===== config.mk =====
export PLATFORM = sky130hd
export DESIGN_NAME = pow2_lut_rom
export DESIGN_NICKNAME = d
export VERILOG_FILES = /design/src/rtl/lut_pkg.sv /design/src/rtl/lut_row_index.sv /design/src/rtl/lut_rom_words.sv /design/src/rtl/pow2_lut_rom.sv
export SDC_FILE = /design/constraint.sdc
export NUM_CORES = 1
export LEC_CHECK = 0
export CORE_AREA = 3 3 40 42
export CTS_CLUSTER_SIZE = 12
export DETAILED_ROUTE_END_ITERATION = 7
export DIE_AREA = 0 0 43 45
export PLACE_DENSITY = 0.67
export SLEW_MARGIN = 5
export SYNTH_ARGS = -nofsm -noshare
export SYNTH_HDL_FRONTEND = slang
export SYNTH_SLANG_ARGS = --single-unit

===== constraint.sdc =====
create_clock -name clk_i -period 1.2 [get_ports clk_i]
set_clock_uncertainty 0.15 [all_clocks]
set_input_delay 0.3 -clock clk_i [delete_from_list [all_inputs] [get_ports clk_i]]
set_output_delay 0.3 -clock clk_i [all_outputs]
set_load 0.005 [all_outputs]

===== src/rtl/lut_pkg.sv =====
// Package lut_pkg
// Holds the default geometry of the lookup ROM and a function that builds a
// default table image. Assumes the default geometry (16 rows of 8 bits); a
// user choosing other sizes supplies a TABLE of matching width.
package lut_pkg;

    localparam int DEF_IDX_W  = 4;
    localparam int DEF_DATA_W = 8;
    localparam int DEF_ROWS   = 1 << DEF_IDX_W;

    typedef logic [DEF_ROWS*DEF_DATA_W-1:0] def_table_t;

    // Builds a simple nonzero pattern for every row, including padded rows.
    function automatic def_table_t default_table();
        def_table_t img;
        img = '0;
        for (int i = 0; i < DEF_ROWS; i++) begin
            img[i*DEF_DATA_W +: DEF_DATA_W] = DEF_DATA_W'((i * 37 + 5) & 8'hFF);
        end
        return img;
    endfunction

endpackage


===== src/rtl/lut_row_index.sv =====
// Module lut_row_index
// Turns an input value into a table row by a right shift of SPACE_LOG2 bits.
// It flags values whose row lies beyond the 2**IDX_W table rows.
// Assumes IN_W > SPACE_LOG2. Purely combinational.
module lut_row_index #(
    parameter int IN_W       = 9,
    parameter int SPACE_LOG2 = 4,
    parameter int IDX_W      = 4
) (
    input  logic [IN_W-1:0]  value_i,
    output logic [IDX_W-1:0] row_o,
    output logic             in_range_o
);

    localparam int ROW_FULL_W = IN_W - SPACE_LOG2;

    logic [ROW_FULL_W-1:0] row_full;

    // Row number is the upper bits of the value: shift, never divide.
    assign row_full = value_i[IN_W-1:SPACE_LOG2];

    generate
        if (ROW_FULL_W > IDX_W) begin : g_wide
            // Any set bit above the index width means the row is past the table.
            assign row_o      = row_full[IDX_W-1:0];
            assign in_range_o = (row_full[ROW_FULL_W-1:IDX_W] == '0);
        end else begin : g_narrow
            // Every reachable row exists in the table.
            assign row_o      = IDX_W'(row_full);
            assign in_range_o = 1'b1;
        end
    endgenerate

endmodule


===== src/rtl/lut_rom_words.sv =====
// Module lut_rom_words
// Constant storage of 2**IDX_W words. Rows at or above VALID_ROWS are padded
// with zero, whatever TABLE holds there. An out-of-range request reads zero.
// Assumes VALID_ROWS <= 2**IDX_W. Purely combinational.
module lut_rom_words #(
    parameter int IDX_W      = 4,
    parameter int DATA_W     = 8,
    parameter int VALID_ROWS = 12,
    parameter logic [(1<<IDX_W)*DATA_W-1:0] TABLE = '0
) (
    input  logic [IDX_W-1:0]  row_i,
    input  logic              in_range_i,
    output logic [DATA_W-1:0] word_o
);

    localparam int NUM_ROWS = 1 << IDX_W;

    logic [DATA_W-1:0] words [NUM_ROWS];

    generate
        for (genvar i = 0; i < NUM_ROWS; i++) begin : g_row
            if (i < VALID_ROWS) begin : g_real
                // Real entry taken from the parameter image.
                assign words[i] = TABLE[i*DATA_W +: DATA_W];
            end else begin : g_pad
                // Padded entry fixed to zero.
                assign words[i] = '0;
            end
        end
    endgenerate

    // Select the addressed word, or zero when the row is past the table.
    always_comb begin
        word_o = in_range_i ? words[row_i] : '0;
    end

endmodule


===== src/rtl/pow2_lut_rom.sv =====
// Module pow2_lut_rom
// Top of the evenly spaced lookup ROM: shift indexing, padded constant
// storage, and a single output register with no reset so that the
// storage and register can map onto a synchronous block ROM.
// Assumes IN_W > SPACE_LOG2 and VALID_ROWS <= 2**IDX_W.
module pow2_lut_rom #(
    parameter int IN_W       = 9,
    parameter int SPACE_LOG2 = 4,
    parameter int IDX_W      = lut_pkg::DEF_IDX_W,
    parameter int DATA_W     = lut_pkg::DEF_DATA_W,
    parameter int VALID_ROWS = 12,
    parameter logic [(1<<IDX_W)*DATA_W-1:0] TABLE = lut_pkg::default_table()
) (
    input  logic              clk_i,
    input  logic [IN_W-1:0]   value_i,
    output logic [DATA_W-1:0] data_o
);

    localparam int ROW_SPAN = 1 << SPACE_LOG2;

    logic [IDX_W-1:0]  row;
    logic              in_range;
    logic [DATA_W-1:0] word;
    logic [DATA_W-1:0] data_q;

    lut_row_index #(
        .IN_W       (IN_W),
        .SPACE_LOG2 (SPACE_LOG2),
        .IDX_W      (IDX_W)
    ) u_index (
        .value_i    (value_i),
        .row_o      (row),
        .in_range_o (in_range)
    );

    lut_rom_words #(
        .IDX_W      (IDX_W),
        .DATA_W     (DATA_W),
        .VALID_ROWS (VALID_ROWS),
        .TABLE      (TABLE)
    ) u_words (
        .row_i      (row),
        .in_range_i (in_range),
        .word_o     (word)
    );

    // Output register, deliberately without reset, one cycle of latency.
    always_ff @(posedge clk_i) begin
        data_q <= word;
    end

    assign data_o = data_q;

    // Warm-up count so the checks below look back only over sampled cycles.
    logic [1:0] warm_q = 2'd0;
    always_ff @(posedge clk_i) begin
        if (warm_q != 2'd3) warm_q <= warm_q + 2'd1;
    end

    AST_SAME_ROW_STABLE: assert property (@(posedge clk_i) disable iff (warm_q != 2'd3)
        ($past(value_i >> SPACE_LOG2) == $past(value_i >> SPACE_LOG2, 2)) |-> $stable(data_o));

    AST_PAD_ZERO: assert property (@(posedge clk_i) disable iff (warm_q == 2'd0)
        ((32'($past(value_i)) >> SPACE_LOG2) >= VALID_ROWS) |-> (data_o == '0));

    AST_PAST_END_ZERO: assert property (@(posedge clk_i) disable iff (warm_q == 2'd0)
        ((32'($past(value_i)) >> SPACE_LOG2) >= (1 << IDX_W)) |-> (data_o == '0));

    AST_ROW0_WORD: assert property (@(posedge clk_i) disable iff (warm_q == 2'd0)
        ((32'($past(value_i)) < ROW_SPAN) && (VALID_ROWS > 0)) |-> (data_o == TABLE[DATA_W-1:0]));

endmodule


# Word-level counts from Yosys, hierarchy flattened
# Memories as Yosys holds them, arrays and structs flattened. A register that Yosys moved wholly into a read port is not among the register bits.
# Index checks and enable logic that the tools add are counted.
dict set report op_classes {
  n_addsub 0
  mul 0
  n_div 0
  order_cmp 0
  eq_ne 0
  shift 0
  n_mux 0
  n_bitwise 1
  n_reduce_logical 0
}
# op count
set ops {}
lappend ops {{NOT 4 -> 5 bit} 1}
dict set report word_totals {
  register_bits 0
  latchBits 0
  ramBits 0
  mem_bits_ro 128
  input_bits 10
  out_inout_bits 8
  word_cells 2
  n_memories 1
}
# memory words word_bits read_ports rd_clocked_by_memory_dff write_ports line
set memory_table {}
lappend memory_table {{(name not given)} 16 8 1 1 0 lut_rom_words.sv:34} ;# word_o = in_range_i ? words[row_i] : '0;

# Logic depth before layout (Yosys ltp)
# Gate-level depths: netlist of run 1.
dict set report depth {
  ltp_word 1
  ltp_mapped 5
  mapped_depth_nobuf 5
}

# Cells and area by module
# A second synthesis of run 1 with hierarchy kept.
dict set report hier_totals {
  cells_unflattened 49
  area_unflattened_um2 479.2
}
# mod instances cells_each area_each_um2 seq_area_each_um2
set by_module_without_submodules {}
lappend by_module_without_submodules {lut_rom_words 1 36 285.3 0.0}
lappend by_module_without_submodules {pow2_lut_rom 1 8 160.2 160.2}
lappend by_module_without_submodules {lut_row_index 1 5 33.8 0.0}

# Worst setup path before layout of run 1
# Ideal clock, no wire load.
dict set report synth_path {
  path_kind {in2reg}
  from {in value_i[4]}
  to {reg data_q[4], in the netlist data_o[4]}
  setup_time_ns 0.087
  arrival_time_ns 1.093
  t_required_ns 0.963
  setup_slack_ns -0.130
  path_stages 4
  path_buffers 0
  path_cell_list {inv_1 > ha_1 > or4_1 > o31ai_1}
}
dict set report synth_between {
  elab_chain_len 1
}
# element line
set synth_lines {}
lappend synth_lines {{start, declared} pow2_lut_rom.sv:15} ;# input logic [IN_W-1:0] value_i,
lappend synth_lines {{NOT 4 -> 5 bit (not written as such)} lut_rom_words.sv:34}
lappend synth_lines {{end, declared} pow2_lut_rom.sv:24} ;# logic [DATA_W-1:0] data_q;
# No other way between the ends.

# Worst setup path after layout of run 1
dict set report layout_path {
  from {in value_i[6]}
  to {reg data_q[4], in the netlist data_o[4]}
}
# The elaborated chain is that of the path after synthesis.

==> results.txt, run 1 <==
The number of clock sinks came out at 8. The worst setup slack after layout came out at 0.0657 ns. The Yosys step of the flow raised 0 warnings.

The routability congestion estimate is 0.690. The synthesized netlist occupies a cell area of 404 µm². After detailed routing, the average wire length per cell comes to 10.4 µm.

The net count of the mapped netlist is 60. The number of optimization iterations in the first detailed-route pass is 4. The post-synthesis sequential element count came out at 8. The actual transition at the worst max-transition pin came out at 0.200 ns. The layer with the highest usage is met2. The overall die width is 43 µm. Once detail routing completed, the nets flagged for antenna violations numbered 0. Compared with the post-synthesis result, the final layout area differs by 54.8%. Setup repair after global routing left no endpoint under its margin. Data on the critical path arrives at its endpoint at 1.15 ns. Based on the critical path, the design can be clocked at up to 0.882 GHz. The clock-pin slew on the worst setup and hold paths is 0.05 ns. The initialized floorplan defines 13 standard-cell rows.

The aggregate routed wire length came out at 853 µm. Summed over all layers, the global routing overflow is 0. The initial standard-cell utilization of the core is 31.5%. The pin count of the biggest net entering global routing came out at 8. The DRC violation count after routing is 0. The portion of the clock cycle consumed by the worst path in the final layout came out at 94.5%. The maximum buffer depth of the clock tree is 2. The fill cell total of the finished layout came out at 140.

STA puts the critical path data required time at 1.22 ns. The placed wire-length estimate came out at 705 µm. The met2 track demand over resource came out at 18.0%.

The final cell utilization of the core came out at 48.7%. The peak per-stage delay on the critical path came out at 0.52 ns. The average instance in the mapped netlist occupies 9.18 µm². The number of antenna violations at the first check in global routing was 0. The endpoint with the worst hold slack is data_o[4]. The startpoint type of the worst setup path is an input pin. The sequential fraction of the synthesis area is 39.6%.

In the layout the commonest cells are buf_4 (9), dfxtp_1 (8), nor2_1 (7), buf_2 (7), ha_1 (5). The total routing resource utilization after global routing is 10.6%. The clock tree from TritonCTS is yes. In this run the most critical hold path is launched from value_i[8]. The via count of the first global-routing pass was 368. In this run the number of H-tree levels came out at 1. The detailed router placed 376 vias in this run. The count of final max-slew check failures is 0.

The pre-CTS setup slack is -0.711 ns. The met1 usage in global routing came out at 11.1%. Power spread over the standard cell area amounts to 1000 nW/µm².

The number of different library cells in the post-synthesis netlist came out at 20. The share of post-route cells with drive strength above 1 came out at 38.8%. The worst setup path is captured at a flip-flop. The number of stages on the worst hold path came out at 3. The count of buffer and inverter cells on the critical path came out at 1.

The relative slew slack came out at 86.5%. The number of CTS-inserted buffers is 3. The most common cell after layout, fill and taps aside is buf_4. The number of buffers added to fix hold violations after cts came out at 0. The floorplan die area is 1940 µm². The final sum of negative setup slack came out at 0 ns. The first global-routing pass estimated 1490 µm of wire. The number of port buffers came out at 13. The run finished with clean final reports. The number of vias per cell is 4.59. The floorplan step defined a core boundary enclosing 1280 µm².

Grouping stages by cell kind, the critical path spends the most delay in simple AND/OR/NAND/NOR gates. The number of hold violations in the final report is 0. The total inserted antenna cells came out at 0. The path class of the tightest hold or removal check is in -> reg. The critical path goes through dlygate4sd2_1, or4_1, o31ai_1.

The routing usage on met3 is 1.20%. The leakage component of the power came out at 0.317 nW. The final setup violation count is 0.

The startpoint-to-endpoint class of the critical path is in -> reg. CTS placed an instance of clkbuf_4 at the clock tree root. The number of flip-flops in the largest register is 8. The minimum clock period after layout is 1.13 ns. The synthesized instance count is 44. The first routing iteration left 8 violations. The largest driver fanout on the critical path came out at 3. The die extent in y is 45 µm.

The total of max-cap violations is 0. The library cell contributing the largest single delay on the critical path is or4_1. The total power after layout is 0.628 mW.

18 I/O pins were placed. The net count reported at finish is 85. The largest voltage drop on the vdd net is 0.378 mV.
-- through the flow --
stage                     std cells  hold WS, ns  area (µm²)
after floorplan                  44        0.243         437
after global routing             82        0.256         626
after detailed placement         79        0.851         644
after global placement           79        0.852         644
final                            82        0.231         626
after CTS                        83        0.247         637
-- cells in the mapped netlist --
cell type  number  share of area, %
dfxtp_1         8                40
nor2_1          7               6.5
ha_1            6                19
a21oi_1         3               3.7
a211oi_1        2               3.7
and2_1          2               3.1
inv_1           2               1.9
nand2b_1        2               3.1
a311oi_1        1               2.2
a31oi_1         1               1.5
buf_2           1               1.2
clkbuf_1        1              0.93
inv_2           1              0.93
mux2i_1         1               2.5
nand2_1         1              0.93
nor2b_1         1               1.5
nor3b_1         1               1.9
o211a_1         1               2.5
o31ai_1         1               1.9
or4_1           1               1.9
-- repair_timing --
action / 4_1_cts / 5_1_grt
buffers inserted: 1 / 0
endpoints found under the setup margin: 15 / 3
pin swaps: 2 / 2
resized for setup: 41 / 3
endpoints found under the hold margin: 0 / 0
-- area by class of cell --
class | instances | area (µm²) | area share, %
multi-input combinational | 31 | 236 | 37.8
inverter | 3 | 31.3 | 5.00
clock buffer | 3 | 22.5 | 3.60
timing repair buffer | 22 | 156 | 25.0
tap | 15 | 18.8 | 3.00
sequential | 8 | 160 | 25.6
-- metal layers --
metal | part of all wire [%] | vias up
met5 | 0 | -
met3 | 9.8 | 4
met4 | 4.1 | 0
met2 | 45 | 14
met1 | 40 | 163
li1 | - | 195
-- worst min-delay path: cells and delay by family --
kind            cells  cell delay, ns
simple gates        1            0.12
compound gates      1            0.06
buf+inv             1            0.11
-- worst max-delay path by stage --
| stage | startpoint | slack [ns] | cells after the start | end |
|---|---|---|---|---|
| 2_1_floorplan | value_i[5] | -0.0004 | 4 | data_o[4] |
| 3_3_place_gp | value_i[4] | -0.68 | 5 | data_o[4] |
| 3_5_place_dp | value_i[4] | -0.71 | 5 | data_o[4] |
| 4_1_cts | value_i[5] | -0.006 | 6 | data_o[4] |
| 5_1_grt | value_i[6] | 0.01 | 4 | data_o[6] |
| 6_report | value_i[6] | 0.07 | 3 | data_o[4] |
-- cells by family (layout without fill, tap and decap cells) --
kind of cell | count (synthesis) | after routing | synth area share, %
AO/OA/AOI/OAI | 9 | 9 | 15.5
adder cells (fa/ha/maj) | 6 | 6 | 18.6
buffers and inverters | 5 | 28 | 4.95
flip-flops | 8 | 8 | 39.6
multiplexers | 1 | 1 | 2.48
AND/OR/NAND/NOR | 15 | 15 | 18.9
-- report_power, final --
| part | switching (mW) | leakage [nW] | internal, mW |
|---|---|---|---|
| combinational | 0.0652 | 0.237 | 0.0728 |
| clock | 0.0880 | 0.0138 | 0.114 |
| sequential | 0.00341 | 0.0663 | 0.284 |
| total | 0.157 | 0.317 | 0.471 |
No activity file was read; power rests on OpenSTA's default activity.
==> run 2, diff against run 1 <==
- PLACE_DENSITY: 0.67 -> 0.72
- SYNTH_HIERARCHICAL: not set -> 1
==> run 2 against run 1 <==
Net effect:
- synthesized cell count up 11%
- non-clock buffer count is 2 higher
- count of clock-buffer cells in the layout unchanged
- clock power shrank 7%
- flip-flop and latch count did not move
- critical path type unchanged
==> results.txt, run 2 <==
The aggregate routed wire length is 852 µm (was 853 µm). The minimum clock period after layout is 1.16 ns (was 1.13 ns). The number of optimization iterations in the first detailed-route pass is 2 (was 4). The share of Yosys cell area claimed by the top area cell type came out at 33.4% (was 39.6%). The number of placed instances, taps included is 79 (unchanged). The number of different library cells in the post-synthesis netlist came out at 20 (unchanged). The sequential power share is 45.7% (was 45.8%). The number of CTS-inserted buffers is 3 (unchanged). The sequential fraction of the synthesis area came out at 33.4% (was 39.6%).

The most used standard cell by instance count after synthesis is dfxtp_1 (unchanged). The overall die width is 43 µm (unchanged). The largest driver fanout on the critical path came out at 5 (was 3). The sum of overflow across all layers after global routing is 0 (unchanged).

The startpoint-to-endpoint class of the critical path is in -> reg (unchanged). The initial standard-cell utilization of the core is 37.3% (was 31.5%). The power density normalized to cell area was 925 nW/µm² (was 1000 nW/µm²). The cell count along the critical path was 7 (was 3). The mapped cell area is 479 µm² (was 404 µm²). The pin count of the biggest net entering global routing is 9 (was 8). The number of ports placed on the die boundary came out at 18 (unchanged). The number of clock sinks came out at 8 (unchanged). Result of the run: finished, final reports clean (unchanged). The area overhead of the layout relative to synthesis is 42.6% (was 54.8%). The cell that appears most often on the critical path is buf_6. The startpoint type of the worst setup path is an input pin (unchanged). The post-synthesis share of cell area spent on and, or, nand and nor gates is 15.9% (was 18.9%). The achievable clock frequency came to 0.865 GHz (was 0.882 GHz). The worst path arrival time is 1.13 ns (was 1.15 ns).

The library cell contributing the largest single delay on the critical path is ha_4 (was or4_1). The number of antenna violations at the first check in global routing came to 0 (unchanged). The maximum buffer depth of the clock tree came out at 2 (unchanged).

The area fraction in compound gates after synthesis is 13.1% (was 15.5%). The synthesized area divided by synthesized cell count is 9.78 µm² (was 9.18 µm²). The antenna violation net count after detailed routing is 0 (unchanged). The leakage component of the power is 0.360 nW (was 0.317 nW). The non-filler instance count after layout is 85 (was 82).

The placed wire-length estimate was 633 µm (was 705 µm). The total routing resource utilization after global routing is 10.3% (was 10.6%). The actual transition at the worst max-transition pin is 0.198 ns (was 0.200 ns). The die extent in y is 45 µm (unchanged). The required time of the critical path is 1.17 ns (was 1.22 ns). The clock-pin slew on the worst setup and hold paths is 0.05 ns (about the same).

The final setup violation count is 0 (unchanged). The switching part of the total came out at 23.2% (was 25.0%). The number of rows created at floorplan is 13 (unchanged). The portion of netlist area occupied by mux cells is 2.09% (was 2.48%). The net count of the mapped netlist came to 66 (was 60).

The total of max-cap violations is 0 (unchanged). The routability congestion estimate is 0.728 (was 0.690). The dominant synthesized flop cell is dfxtp_1 (unchanged). Commonest cells after routing, fill and taps aside: clkbuf_2 (8), buf_4 (8), dfxtp_1 (7), ha_1 (5) (was buf_4 (9), dfxtp_1 (8), nor2_1 (7), buf_2 (7), ha_1 (5)). Dominant cells by area after synthesis: dfxtp_1 (33%), ha_1 (18%), buf_4 (6.3%) (was dfxtp_1 (40%), ha_1 (19%), nor2_1 (6.5%)).

The largest voltage drop on the vdd net came out at 0.502 mV (was 0.378 mV). The number of buffers added to fix hold violations after cts is 0 (unchanged). Ordered list of cells on the worst path: buf_6, buf_6, inv_8, ha_4, mux2i_1, o21ai_1, and2_1 (was dlygate4sd2_1, or4_1, o31ai_1). The total number of yosys warnings was 6 (was 0). The post-synthesis sequential element count came out at 8 (unchanged). The clock tree from TritonCTS is yes (unchanged). The number of hold violations in the final report came out at 0 (unchanged). The cell at the root of the clock tree is clkbuf_4 (unchanged). The internal power summed over all cells came to 0.485 mW (was 0.471 mW). The logic gate share of total power came out at 24.7% (was 22.0%). The wire length of the first global-routing pass was 1480 µm (was 1490 µm). The portion of the clock cycle consumed by the worst path in the final layout is 96.3% (was 94.5%). The peak per-stage delay on the critical path is 0.20 ns (was 0.52 ns). The via count of the first global-routing pass came out at 354 (was 368). The number of stages on the worst hold path came out at 3 (unchanged).

The XOR/XNOR share of the synthesized area was 3.66% (was 0%). The count of final max-slew check failures came out at 0 (unchanged). The clock share of power is 29.6% (was 32.2%). The pre-CTS setup slack is -0.635 ns (was -0.711 ns). The worst setup slack after layout came out at 0.0440 ns (was 0.0657 ns). The endpoint kind of the worst setup timing path is a flip-flop (unchanged).

The share of post-route cells with drive strength above 1 is 45.7% (was 38.8%). Top post-synthesis cells by count: dfxtp_1 (8), ha_1 (7), inv_1 (5), buf_4 (4) (was dfxtp_1 (8), nor2_1 (7), ha_1 (6), a21oi_1 (3)). The floorplan die area is 1940 µm² (unchanged). The final sum of negative setup slack is 0 ns (unchanged). The number of enable flip-flop cells after synthesis is 0 (unchanged). The total power after layout came out at 0.632 mW (was 0.628 mW). The net count reported at finish came to 89 (was 85). The number of port buffers is 13 (unchanged).

The total inserted antenna cells is 0 (unchanged). The cell class contributing the biggest share of worst-path delay was buffers and inverters (was simple AND/OR/NAND/NOR gates). The synthesized instance count is 49 (was 44). The routed length per placed instance is 10.0 µm (was 10.4 µm). The relative slew slack came out at 86.8% (was 86.5%).

The number of vias per cell is 4.36 (was 4.59). The switching power came to 0.147 mW (was 0.157 mW). The class of the most critical hold timing path is in -> reg (unchanged). The cell type contributing the most total cell area after synthesis is dfxtp_1 (unchanged). The synthesized-area fraction occupied by adder cells is 18.3% (was 18.6%). The number of flip-flops in the largest register came out at 8 (unchanged). The DRC violation count after routing is 0 (unchanged).

The detailed-route via count is 371 (was 376). The proportion of synthesized flip-flops having asynchronous set or reset came out at 0% (unchanged). The starting DRC count in detailed routing came out at 3 (was 8). The deepest level of the CTS H-tree is 1 (unchanged). Unrepaired setup endpoints after global routing: false (unchanged). The combinational family with the most area after synthesis was adder cells (was simple AND/OR/NAND/NOR gates). The final cell utilization of the core came out at 53.2% (was 48.7%). The core footprint came out at 1280 µm² (unchanged). The count of buffer and inverter cells on the critical path is 3 (was 1).
run 2: cell types whose count changed after synthesis, moves of 2 or more:
cell,previous run,this run
nor2_1,7,0
buf_4,0,4
a21oi_1,3,0
inv_1,2,5
o21ai_0,0,3
a211oi_1,2,0
and3_1,0,2
o22ai_1,0,2
xor2_1,0,2
run 2: kinds of logic after synthesis:
family                   after synthesis
AND/OR/NAND/NOR                       11
flip-flops                             8
AO/OA/AOI/OAI                          9
buffers and inverters                 11
XOR/XNOR                               2
multiplexers                           1
adder cells (fa/ha/maj)                7
run 2: worst paths after layout:
| check | startpoint | end | slack, ns |
|---|---|---|---|
| worst max-delay path | value_i[5] | data_o[6] | 0.04 |
| worst min-delay path | value_i[4] | data_o[0] | 0.30 |
run 2: metrics by stage:
stage	hold WS [ns]	cell area, µm²
CTS	0.327	733
global route	0.326	683
global placement	0.851	682
floorplan	0.367	544
detailed placement	0.852	682
finish	0.302	683
run 2: timing repair:
item | in CTS | in global routing
buffers inserted | 3 | 0
cloned | 1 | 0
endpoints found under the setup margin | 16 | 11
pin swaps | 2 | 2
gates resized for setup | 29 | 11
run 2: layout make-up:
cell class	count	area, µm²
clock buffer	3	22.5
fill	130	602
inverter	5	33.8
multi-input combinational	30	279
sequential	8	161
tap	15	18.8
timing repair buffer	24	168
run 2: layer usage:
| layer | wire (µm) | global-route usage, % | vias to the layer above |
|---|---|---|---|
| li1 | - | - | 200 |
| met1 | 350 | 11.1 | 159 |
| met2 | 422 | 18.6 | 10 |
| met3 | 54 | 2.39 | 2 |
| met4 | 24 | 5.42 | 0 |
| met5 | 0 | 0 | - |
run 2: power groups by stage:
stage          registers, mW  clock network, mW  logic (mW)
3_5_place_dp           0.294                  0       0.168
4_1_cts                0.289              0.195       0.169
5_1_grt                0.290              0.212       0.174
3_3_place_gp           0.293                  0       0.166
6_report               0.289              0.187       0.156
2_1_floorplan          0.297                  0       0.104
